$ cat src/rtl/sincos_pkg.sv
package sincos_pkg;
  parameter int unsigned DATA_W = 16;
  parameter int unsigned STAGES = 4;
  localparam int unsigned PASSES  = DATA_W / STAGES;
  localparam int unsigned PASS_W  = (PASSES > 1) ? $clog2(PASSES) : 1;
  localparam int unsigned SHIFT_W = $clog2(DATA_W);

  // strobes from control to datapath
  typedef struct packed {
    logic              load;   // capture operands, seed the rotation section
    logic              step;   // apply one pass of STAGES micro-rotations
    logic              done;   // last pass: register the result
    logic [PASS_W-1:0] pass;   // which group of shift amounts is in use
  } strobe_t;
endpackage

$ cat src/rtl/sincos_ctrl.sv
module sincos_ctrl
  import sincos_pkg::*;
(
  input  logic    clk,
  input  logic    rst_n,
  input  logic    start,
  output strobe_t strobes
);
  logic              busy;
  logic [PASS_W-1:0] passCnt;
  logic              lastPass;

  assign lastPass = (passCnt == PASS_W'(PASSES - 1));

  always_comb begin
    strobes.load = start && !busy;
    strobes.step = busy;
    strobes.done = busy && lastPass;
    strobes.pass = passCnt;
  end

  always_ff @(posedge clk or negedge rst_n) begin
    if (!rst_n) begin
      busy    <= 1'b0;
      passCnt <= '0;
    end else if (strobes.load) begin
      busy    <= 1'b1;
      passCnt <= '0;
    end else if (busy) begin
      if (lastPass) busy <= 1'b0;
      passCnt <= passCnt + 1'b1;
    end
  end

  // an accepted start begins at pass zero with the unit busy
  p_load_starts_r2: assert property (@(posedge clk) disable iff (!rst_n)
    strobes.load |=> busy && passCnt == '0);

  // while busy the passes advance whatever start does
  p_busy_advances_r3: assert property (@(posedge clk) disable iff (!rst_n)
    (busy && !lastPass) |=> busy && passCnt == $past(passCnt) + 1'b1);

  // the unit is idle right after its final pass
  p_done_releases_r9: assert property (@(posedge clk) disable iff (!rst_n)
    strobes.done |=> !busy);
endmodule

$ cat src/rtl/sincos_microrot.sv
module sincos_microrot #(
  parameter int unsigned MW = 22,
  parameter int unsigned SW = 20,
  parameter int unsigned SHW = 4
) (
  input  logic signed [MW-1:0]  mxI,
  input  logic signed [MW-1:0]  myI,
  input  logic signed [SW-1:0]  sxI,
  input  logic signed [SW-1:0]  syI,
  input  logic        [SHW-1:0] shift,
  output logic signed [MW-1:0]  mxO,
  output logic signed [MW-1:0]  myO,
  output logic signed [SW-1:0]  sxO,
  output logic signed [SW-1:0]  syO
);
  logic signed [MW-1:0] mxSh, mySh;
  logic signed [SW-1:0] sxSh, sySh;
  logic                 towardNeg;

  assign mxSh = mxI >>> shift;
  assign mySh = myI >>> shift;
  assign sxSh = sxI >>> shift;
  assign sySh = syI >>> shift;
  assign towardNeg = !myI[MW-1];  // residual y >= 0: rotate master clockwise

  always_comb begin
    if (towardNeg) begin
      mxO = mxI + mySh;
      myO = myI - mxSh;
      sxO = sxI - sySh;   // slave goes the other way, accumulating the angle
      syO = syI + sxSh;
    end else begin
      mxO = mxI - mySh;
      myO = myI + mxSh;
      sxO = sxI + sySh;
      syO = syI - sxSh;
    end
  end
endmodule

$ cat src/rtl/sincos_datapath.sv
module sincos_datapath
  import sincos_pkg::*;
#(
  parameter int unsigned EXTRA_FRAC = 4
) (
  input  logic                     clk,
  input  logic                     rst_n,
  input  strobe_t                  strobes,
  input  logic signed [DATA_W-1:0] xIn,
  input  logic signed [DATA_W-1:0] yIn,
  output logic                     valid,
  output logic signed [DATA_W-1:0] cosOut,
  output logic signed [DATA_W-1:0] sinOut
);
  localparam int unsigned MW = DATA_W + 2 + EXTRA_FRAC;
  localparam int unsigned SW = DATA_W + EXTRA_FRAC;
  localparam int unsigned FB = DATA_W - 2 + EXTRA_FRAC;
  localparam logic signed [SW-1:0] SEED =
    SW'($rtoi(0.6072529350088813 * (2.0 ** FB) + 0.5));
  localparam logic signed [SW-1:0] HALF = SW'(1) <<< (EXTRA_FRAC - 1);

  logic signed [MW-1:0] mx, my, xExt, yExt;
  logic signed [SW-1:0] sx, sy;
  logic                 negX;

  logic signed [MW-1:0] cMx [STAGES+1];
  logic signed [MW-1:0] cMy [STAGES+1];
  logic signed [SW-1:0] cSx [STAGES+1];
  logic signed [SW-1:0] cSy [STAGES+1];
  logic signed [SW-1:0] cosRnd, sinRnd;

  assign xExt = {{2{xIn[DATA_W-1]}}, xIn, {EXTRA_FRAC{1'b0}}};
  assign yExt = {{2{yIn[DATA_W-1]}}, yIn, {EXTRA_FRAC{1'b0}}};
  assign negX = xIn[DATA_W-1];

  assign cMx[0] = mx;
  assign cMy[0] = my;
  assign cSx[0] = sx;
  assign cSy[0] = sy;

  for (genvar k = 0; k < STAGES; k++) begin : g_stage
    logic [SHIFT_W-1:0] shAmt;
    assign shAmt = SHIFT_W'(strobes.pass * STAGES + k);
    sincos_microrot #(.MW(MW), .SW(SW), .SHW(SHIFT_W)) u_rot (
      .mxI(cMx[k]), .myI(cMy[k]), .sxI(cSx[k]), .syI(cSy[k]),
      .shift(shAmt),
      .mxO(cMx[k+1]), .myO(cMy[k+1]), .sxO(cSx[k+1]), .syO(cSy[k+1])
    );
  end

  assign cosRnd = cSx[STAGES] + HALF;
  assign sinRnd = cSy[STAGES] + HALF;

  always_ff @(posedge clk or negedge rst_n) begin
    if (!rst_n) begin
      mx <= '0; my <= '0; sx <= '0; sy <= '0;
    end else if (strobes.load) begin
      // negative x: turn the vector half a circle and negate the seed to match
      mx <= negX ? -xExt : xExt;
      my <= negX ? -yExt : yExt;
      sx <= negX ? -SEED : SEED;
      sy <= '0;
    end else if (strobes.step) begin
      mx <= cMx[STAGES];
      my <= cMy[STAGES];
      sx <= cSx[STAGES];
      sy <= cSy[STAGES];
    end
  end

  always_ff @(posedge clk or negedge rst_n) begin
    if (!rst_n) begin
      valid  <= 1'b0;
      cosOut <= '0;
      sinOut <= '0;
    end else begin
      valid <= strobes.done;
      if (strobes.done) begin
        cosOut <= cosRnd[EXTRA_FRAC +: DATA_W];
        sinOut <= sinRnd[EXTRA_FRAC +: DATA_W];
      end
    end
  end

  // after pre-rotation the vectoring x never goes negative
  p_master_x_nonneg_r5: assert property (@(posedge clk) disable iff (!rst_n)
    strobes.step |-> !mx[MW-1]);

  // results hold between completions
  p_result_hold_r8: assert property (@(posedge clk) disable iff (!rst_n)
    !strobes.done |=> $stable(cosOut) && $stable(sinOut));

  // the result strobe is a single-cycle pulse
  p_valid_pulse_r2: assert property (@(posedge clk) disable iff (!rst_n)
    valid |=> !valid);
endmodule

$ cat src/rtl/sincos_rotator.sv
module sincos_rotator
  import sincos_pkg::*;
#(
  parameter int unsigned EXTRA_FRAC = 4
) (
  input  logic                     clk,
  input  logic                     rst_n,
  input  logic                     start,
  input  logic signed [DATA_W-1:0] xIn,
  input  logic signed [DATA_W-1:0] yIn,
  output logic                     valid,
  output logic signed [DATA_W-1:0] cosOut,
  output logic signed [DATA_W-1:0] sinOut
);
  strobe_t strobes;

  sincos_ctrl u_ctrl (
    .clk(clk), .rst_n(rst_n), .start(start), .strobes(strobes)
  );

  sincos_datapath #(.EXTRA_FRAC(EXTRA_FRAC)) u_dp (
    .clk(clk), .rst_n(rst_n), .strobes(strobes),
    .xIn(xIn), .yIn(yIn),
    .valid(valid), .cosOut(cosOut), .sinOut(sinOut)
  );
endmodule

$ cat config.mk
export PLATFORM = sky130hd
export DESIGN_NAME = sincos_rotator
export DESIGN_NICKNAME = d
export VERILOG_FILES = /design/src/rtl/sincos_pkg.sv /design/src/rtl/sincos_ctrl.sv /design/src/rtl/sincos_microrot.sv /design/src/rtl/sincos_datapath.sv /design/src/rtl/sincos_rotator.sv
export SDC_FILE = /design/constraint.sdc
export NUM_CORES = 2
export LEC_CHECK = 0
export ABC_AREA = 1
export CAP_MARGIN = 20
export CORE_MARGIN = 8
export CORE_UTILIZATION = 45
export CTS_CLUSTER_DIAMETER = 60
export DETAILED_ROUTE_END_ITERATION = 8
export DONT_BUFFER_PORTS = 1
export GPL_TIMING_DRIVEN = 0
export PLACE_DENSITY = 0.7
export SYNTH_ARGS = -nofsm -noshare
export SYNTH_HDL_FRONTEND = slang
export SYNTH_SLANG_ARGS = --single-unit
$ cat constraint.sdc
create_clock -name clk -period 18.2 [get_ports clk]
set_input_delay 1.82 -clock clk [delete_from_list [all_inputs] [get_ports clk]]
set_output_delay 1.82 -clock clk [all_outputs]
set_load 0.1 [all_outputs]
# Word level (Yosys, flattened, before mapping)
# Index checks and enable logic that the tools add are counted.
[totals]
mem_bits_ro = 0
mem_count = 0
regBits = 120
ramBits = 0
word_cells = 102
in_bits = 35
latch_bits = 0
output_inout_bits = 33
[classes]
bitwise = 0
n_eq_ne = 1
muxes = 32
n_reduce_logical = 4
shift = 16
div = 0
order_cmp = 0
n_addsub = 40
mul = 0
[op_table]
columns = ["op", "n"]
rows = [
  ["2-to-1 mux 22 bit", 14],
  ["2-to-1 mux 20 bit", 13],
  ["adder 22 bit", 8],
  [">>> shifter 22 x 4 -> 22 bit", 8],
  ["subtractor 22 bit", 8],
  ["adder 20 bit", 8],
  [">>> shifter 20 x 4 -> 20 bit", 8],
  ["subtractor 20 bit", 8],
  ["negation 20 -> 22 bit", 2],
  ["adder 20 x 5 -> 20 bit, second input constant", 2],
  ["adder 4 x 2 -> 4 bit, second input constant", 2],
  ["adder 4 x 1 -> 4 bit, second input constant", 1],
  ["2-to-1 mux 2 bit", 2],
  ["2-to-1 mux 1 bit", 3],
  ["adder 2 x 1 -> 2 bit, second input constant", 1],
  ["equality test 2 bit, second input constant", 1],
  ["logical AND 1 bit", 2],
  ["nonzero test 2 bit", 1],
  ["logical NOT 1 bit", 1],
]

# Longest topological paths before layout
[depth]
ltp_word = 14
mapped_depth = 126
mapped_depth_nobuf = 117

# Cells and area by module
# From an unflattened synthesis, not the netlist that was laid out.
[hier_totals]
cells_unflattened = 8324
area_unflattened_um2 = 45608.7
[by_module_without_submodules]
columns = ["mod", "area_each_um2", "seq_area_each_um2", "instances", "cells_per_inst"]
rows = [
  ["sincos_microrot (u_dp.g_stage[2].u_rot)", 10027.1, 0.0, 1, 1934],
  ["sincos_microrot (u_dp.g_stage[3].u_rot)", 9798.1, 0.0, 1, 1866],
  ["sincos_microrot (u_dp.g_stage[1].u_rot)", 9750.6, 0.0, 1, 1860],
  ["sincos_microrot (u_dp.g_stage[0].u_rot)", 9688.0, 0.0, 1, 1856],
  ["sincos_datapath", 6198.4, 2927.8, 1, 790],
  ["sincos_ctrl", 146.4, 75.1, 1, 18],
]

# Worst setup path after synthesis
# Ideal clock, no wire load.
[synth_path]
path_kind = "reg2reg"
start = "register u_ctrl.passCnt[1]"
end = "register u_dp.mx[21]"
path_buffers = 16
stages_incl_launch_ff = 119
setup_ps = 118
path_slack_ps = 2815
synth_period_minus_slack_ps = 15385
t_arrival_ps = 15267
required_time_ps = 18082
cell_sequence = "dfrtp_1 > buf_4 > buf_2 > buf_2 > buf_4 > buf_6 > buf_2 > buf_4 > clkbuf_1 > buf_1 > buf_6 > buf_4 > buf_1 > clkbuf_1 > a21boi_0 > ha_1 > nand3_1 > nor2_1 > (+83 left out) > a21oi_1 > nor2_1 > nor2_1 > inv_1 > a21oi_1 > o21ai_0 > nand3_1 > nand2_1 > nand2_1 > inv_1 > nor2_1 > inv_1 > a21oi_1 > xnor2_1 > inv_1 > nand3_1 > nand3_1 > nand2_1"
[synth_via]
elab_chain_cells = 14
word_cells_on_any_way = 33
classes_between = "17 x add/sub; 7 x shift; 9 x mux"
[synth_rtl]
columns = ["item", "line_no", "rtl"]
rows = [
  ["start: declaration", "sincos_ctrl.sv:10", "logic [PASS_W-1:0] passCnt;"],
  ["start signal: assignment", "sincos_ctrl.sv:31", "passCnt <= passCnt + 1'b1;"],
  [">>> shifter 22 x 4 -> 22 bit", "sincos_microrot.sv:20", "assign mxSh = mxI >>> shift;"],
  ["subtractor 22 bit or adder 22 bit (tied branches)", "sincos_microrot.sv:29, sincos_microrot.sv:34", ""],
  ["2-to-1 mux 22 bit", "sincos_microrot.sv:27", "if (towardNeg) begin"],
  [">>> shifter 22 x 4 -> 22 bit", "sincos_microrot.sv:21", "assign mySh = myI >>> shift;"],
  ["adder 22 bit or subtractor 22 bit (tied branches)", "sincos_microrot.sv:28, sincos_microrot.sv:33", ""],
  ["2-to-1 mux 22 bit", "sincos_microrot.sv:27", ""],
  [">>> shifter 22 x 4 -> 22 bit", "sincos_microrot.sv:20", ""],
  ["subtractor 22 bit or adder 22 bit (tied branches)", "sincos_microrot.sv:29, sincos_microrot.sv:34", ""],
  ["2-to-1 mux 22 bit", "sincos_microrot.sv:27", ""],
  [">>> shifter 22 x 4 -> 22 bit", "sincos_microrot.sv:21", ""],
  ["adder 22 bit or subtractor 22 bit (tied branches)", "sincos_microrot.sv:28, sincos_microrot.sv:33", ""],
  ["2-to-1 mux 22 bit *", "sincos_microrot.sv:27", ""],
  ["2-to-1 mux 22 bit *", "sincos_datapath.sv:63", "end else if (strobes.step) begin"],
  ["2-to-1 mux 22 bit *", "sincos_datapath.sv:57", "end else if (strobes.load) begin"],
  ["end signal: assignment", "sincos_datapath.sv:59", "mx <= negX ? -xExt : xExt;"],
  ["end signal: assignment", "sincos_datapath.sv:64", "mx <= cMx[STAGES];"],
  ["end: declaration", "sincos_datapath.sv:22", "logic signed [MW-1:0] mx, my, xExt, yExt;"],
]
# Every way passes the cells marked *; elsewhere a longest branch is shown, timed or not. The select of a mux whose other input is x is not followed.
# A chain may end at the register's enable or synchronous reset.

# Final worst setup path
[layout_path]
start = "register u_ctrl.passCnt[1]"
end = "register u_dp.sx[19]"
[layout_via]
elab_chain_cells = 14
word_cells_on_any_way = 53
classes_between = "27 x add/sub; 12 x shift; 14 x mux"
[layout_rtl]
columns = ["item", "line_no", "rtl"]
rows = [
  [">>> shifter 20 x 4 -> 20 bit", "sincos_microrot.sv:22", "assign sxSh = sxI >>> shift;"],
  ["adder 20 bit or subtractor 20 bit (tied branches)", "sincos_microrot.sv:31, sincos_microrot.sv:36", ""],
  ["2-to-1 mux 20 bit", "sincos_microrot.sv:27", ""],
  [">>> shifter 20 x 4 -> 20 bit", "sincos_microrot.sv:23", "assign sySh = syI >>> shift;"],
  ["subtractor 20 bit or adder 20 bit (tied branches)", "sincos_microrot.sv:30, sincos_microrot.sv:35", ""],
  ["2-to-1 mux 20 bit", "sincos_microrot.sv:27", ""],
  [">>> shifter 20 x 4 -> 20 bit", "sincos_microrot.sv:22", ""],
  ["adder 20 bit or subtractor 20 bit (tied branches)", "sincos_microrot.sv:31, sincos_microrot.sv:36", ""],
  ["2-to-1 mux 20 bit", "sincos_microrot.sv:27", ""],
  [">>> shifter 20 x 4 -> 20 bit", "sincos_microrot.sv:23", ""],
  ["subtractor 20 bit or adder 20 bit (tied branches)", "sincos_microrot.sv:30, sincos_microrot.sv:35", ""],
  ["2-to-1 mux 20 bit *", "sincos_microrot.sv:27", ""],
  ["2-to-1 mux 20 bit *", "sincos_datapath.sv:63", ""],
  ["2-to-1 mux 20 bit *", "sincos_datapath.sv:57", ""],
  ["end signal: assignment", "sincos_datapath.sv:61", "sx <= negX ? -SEED : SEED;"],
  ["end signal: assignment", "sincos_datapath.sv:66", "sx <= cSx[STAGES];"],
  ["end: declaration", "sincos_datapath.sv:23", "logic signed [SW-1:0] sx, sy;"],
]
# Marks and branches as above.

==> run_results.csv <==
group,metric,value,unit
status,outcome,"completed",
synth,seq_area_frac_synth,8.85,%
place,dp_hpwl,136,mm
global_routing,antenna_found_initial,2,
clocking,cts_sinks,120,
synth,post-synth-top-area-fraction,16.3,%
clocking,clkTransAtPathRegs,60,ps
hold_path,min-delay-start,"u_dp.sx[0]",
routing,route.detailed.drc,0,
timing,fin_skew,18.5,ps
clocking,cts_made_buffers,17,
critical_path,cp.required,18560,ps
critical_path,r2r_end,"u_dp.sx[19]",
global_routing,grt_max_degree,121,
critical_path,crit_type,"register to register",
routing,ant_nets,0,
timing,max_freq,57.9,MHz
synth,yosysTopAreaCell,"nand2_1",
synth,synth_top_flop_cell,"dfrtp_1",
timing,min_period,17280,ps
floorplan,die_w,291,µm
critical_path,cp.arrival,17640,ps
synth,ys_seq_elements,120,
critical_path,cp_max_fo,19,
synth,postSynthAreaPerCell,5.98,µm²
cells_and_area,final_common_cell,"nand2_1",
clocking,insertion_delay,440,ps
place,io_buffer_count,0,
timing,fin_crit_sh,95.0,%
cells_and_area,multiInputGateArea,0.0279,mm²
place,gp_congestion,1.07,
floorplan,die_h,291,µm
timing,worst_slew_margin_rel,18.9,%
clocking,htree_levels,4,
floorplan,fp-row-count,100,
hold_path,hp-class,"register to register",
flow_run,max_cap_violations,0,
routing,drt-met1-wl,62.7,mm
clocking,cts_tree,"yes",
synth,syn_area,0.0339,mm²
floorplan,core_area,0.0746,mm²
cells_and_area,most-common-layout-cells,"1,470 x nand2_1, 706 x inv_1, 418 x a21oi_1, 390 x nand3_1, 386 x nor2_1",
routing,dr_wl_met2,70.2,mm
synth,async_flop_share,100,%
place,dp.cells,6642,
routing,wirelength,161,mm
cells_and_area,layout.cells.non_filler,6701,
cells_and_area,area_growth,8.55,%
timing,hold_viol,0,
clocking,clockRootBuffer,"clkbuf_16",
clocking,ctsHoldBuffers,0,
cells_and_area,seqCellArea,0.00300,mm²
critical_path,endpoint,"u_dp.sx[19]",
cells_and_area,layout.nets,6117,
critical_path,crit_start,"u_ctrl.passCnt[1]",
synth,synth_edf_count,0,
critical_path,cp-end-kind,"register",
place,place_ws,-3760,ps
synth,syn_nets,6068,
floorplan,ioPinCount,68,
routing,vias,39690,
global_routing,grt_pass1_wl,231,mm
floorplan,initial_core_util,45.5,%
synth,synthCells,5671,
routing,highest_layer,"met4",
cells_and_area,fin_util,49.4,%
cells_and_area,diodes,0,
critical_path,critPathMostFrequentCell,"nand2_1",
critical_path,r2r_slack,920,ps
cells_and_area,fillers,8086,
global_routing,grt_pass1_vias,36193,
synth,synth_area_leaders,"nand2_1 16%, ha_1 13%, dfrtp_1 8.9%, xor2_1 8.6%, inv_1 7.8%",
routing,drtIter0Drc,4278,
routing,wl_met3,16.4,mm
routing,wl_per_cell,24.0,µm
timing,fin_ws,916,ps
routing,dr.pass1.iters,7,
synth,yosys_warnings,0,
global_routing,grtUsageTotal,35.8,%
routing,avgViaCountPerCell,5.92,
critical_path,cpPeakStageDelay,730,ps
critical_path,crit_path_start_kind,"register",
critical_path,r2r-start,"u_ctrl.passCnt[1]",
cells_and_area,drive_gt1_share,8.78,%
clocking,cts_max_path_buffers,2,
synth,synth_cell_type_count,77,
timing,worstMarginPinSlew,1210,ps
timing,finalMaxSlewViolations,0,
global_routing,grt.overflow.total,0,
critical_path,reg2reg_depth,100,
floorplan,dieArea,0.0844,mm²
critical_path,critical-path-slowest-cell,"xor2_1",
timing,finalSetupViolCount,0,
[area by class of cell]
| cell class | instances | share of cell area, % |
|---|---|---|
| flip-flops and latches | 120 | 8.16 |
| inverters | 733 | 7.51 |
| well taps | 969 | 3.29 |
| multi-input cells | 4632 | 75.7 |
| repair buffers | 35 | 0.775 |
| clock buffers | 17 | 1.16 |
| plain buffers | 181 | 2.94 |
| clock inverters | 14 | 0.506 |
[Yosys cell counts, types with 9 or more instances]
| library cell | instances |
|---|---|
| a21boi_0 | 10 |
| a21o_1 | 22 |
| a21oi_1 | 421 |
| a31oi_1 | 45 |
| buf_1 | 31 |
| buf_2 | 39 |
| buf_4 | 20 |
| buf_6 | 21 |
| clkbuf_1 | 73 |
| dfrtp_1 | 120 |
| fa_1 | 16 |
| ha_1 | 346 |
| inv_1 | 706 |
| inv_2 | 22 |
| mux2i_1 | 16 |
| nand2_1 | 1472 |
| nand2_2 | 64 |
| nand2_4 | 9 |
| nand3_1 | 392 |
| nand3_2 | 23 |
| nand3_4 | 9 |
| nand3b_1 | 13 |
| nand4_1 | 43 |
| nor2_1 | 392 |
| nor2_2 | 21 |
| nor2_4 | 13 |
| nor3_1 | 58 |
| nor4_1 | 14 |
| o211ai_1 | 67 |
| o21ai_0 | 369 |
| o21ai_1 | 63 |
| o21ai_2 | 15 |
| o21bai_1 | 47 |
| o221ai_1 | 19 |
| o22ai_1 | 26 |
| o31ai_1 | 26 |
| or2_2 | 45 |
| xnor2_1 | 144 |
| xor2_1 | 334 |
[registers in the layout, summed over array words and instances, names as in the netlist]
name            count
u_dp.valid          1
u_dp.sx            20
u_ctrl.busy         1
u_dp.cosOut        16
u_dp.mx            22
u_dp.my            22
u_ctrl.passCnt      2
u_dp.sinOut        16
u_dp.sy            20
[per-stage QoR]
stage	area, µm²	setup TNS (ps)	hold WS, ps
2_1_floorplan	33900	0	479
3_3_place_gp	35100	-275910	564
3_5_place_dp	35200	-204320	582
4_1_cts	36000	0	591
5_1_grt	36800	-216	626
6_report	36800	0	584
[cell families after synthesis]
| family | synth area share (%) |
|---|---|
| compound gates | 19.9 |
| xor+xnor | 12.4 |
| fa+ha+maj | 13.7 |
| buf+inv | 11.1 |
| flops | 8.85 |
| mux | 0.538 |
| simple gates | 33.5 |
[layer usage]
| layer | track usage, % | vias to the layer above |
|---|---|---|
| met1 | 45.2 | 18362 |
| met5 | 0 | - |
| met4 | 20.5 | 0 |
| li1 | - | 18774 |
| met2 | 57.6 | 2105 |
| met3 | 5.86 | 449 |
[how the worst min path moves through the flow]
| stage | to | slack (ps) | depth (start not counted) |
|---|---|---|---|
| floorplan | u_dp.my[2] | 480 | 2 |
| global placement | u_dp.my[0] | 560 | 1 |
| detailed placement | u_dp.sx[0] | 580 | 2 |
| CTS | u_dp.sx[0] | 590 | 2 |
| global route | u_dp.sx[0] | 630 | 2 |
| finish | u_dp.sx[0] | 580 | 2 |
[worst max-delay path: cells and delay by family (launching register included)]
family | cells | cell delay [ps]
buffers and inverters | 22 | 3630
muxes | 1 | 360
DFF | 1 | 450
and+or+nand+nor | 39 | 4400
adders and majority gates | 6 | 1910
AOI/OAI and AO/OA | 27 | 4680
xor gates and xnor gates | 5 | 1690
[what timing repair did]
action / 4_1_cts / 5_1_grt
pin swaps: 6 / 17
cloned: 0 / 0
hold endpoints to repair: 0 / 0
resized for setup: 63 / 163
setup endpoints to repair: 108 / 79
buffers inserted: 12 / 20
Power is left out: the tool's default activity adds up to more than one toggle a clock period on the data nets, which glitch-free logic cannot reach.
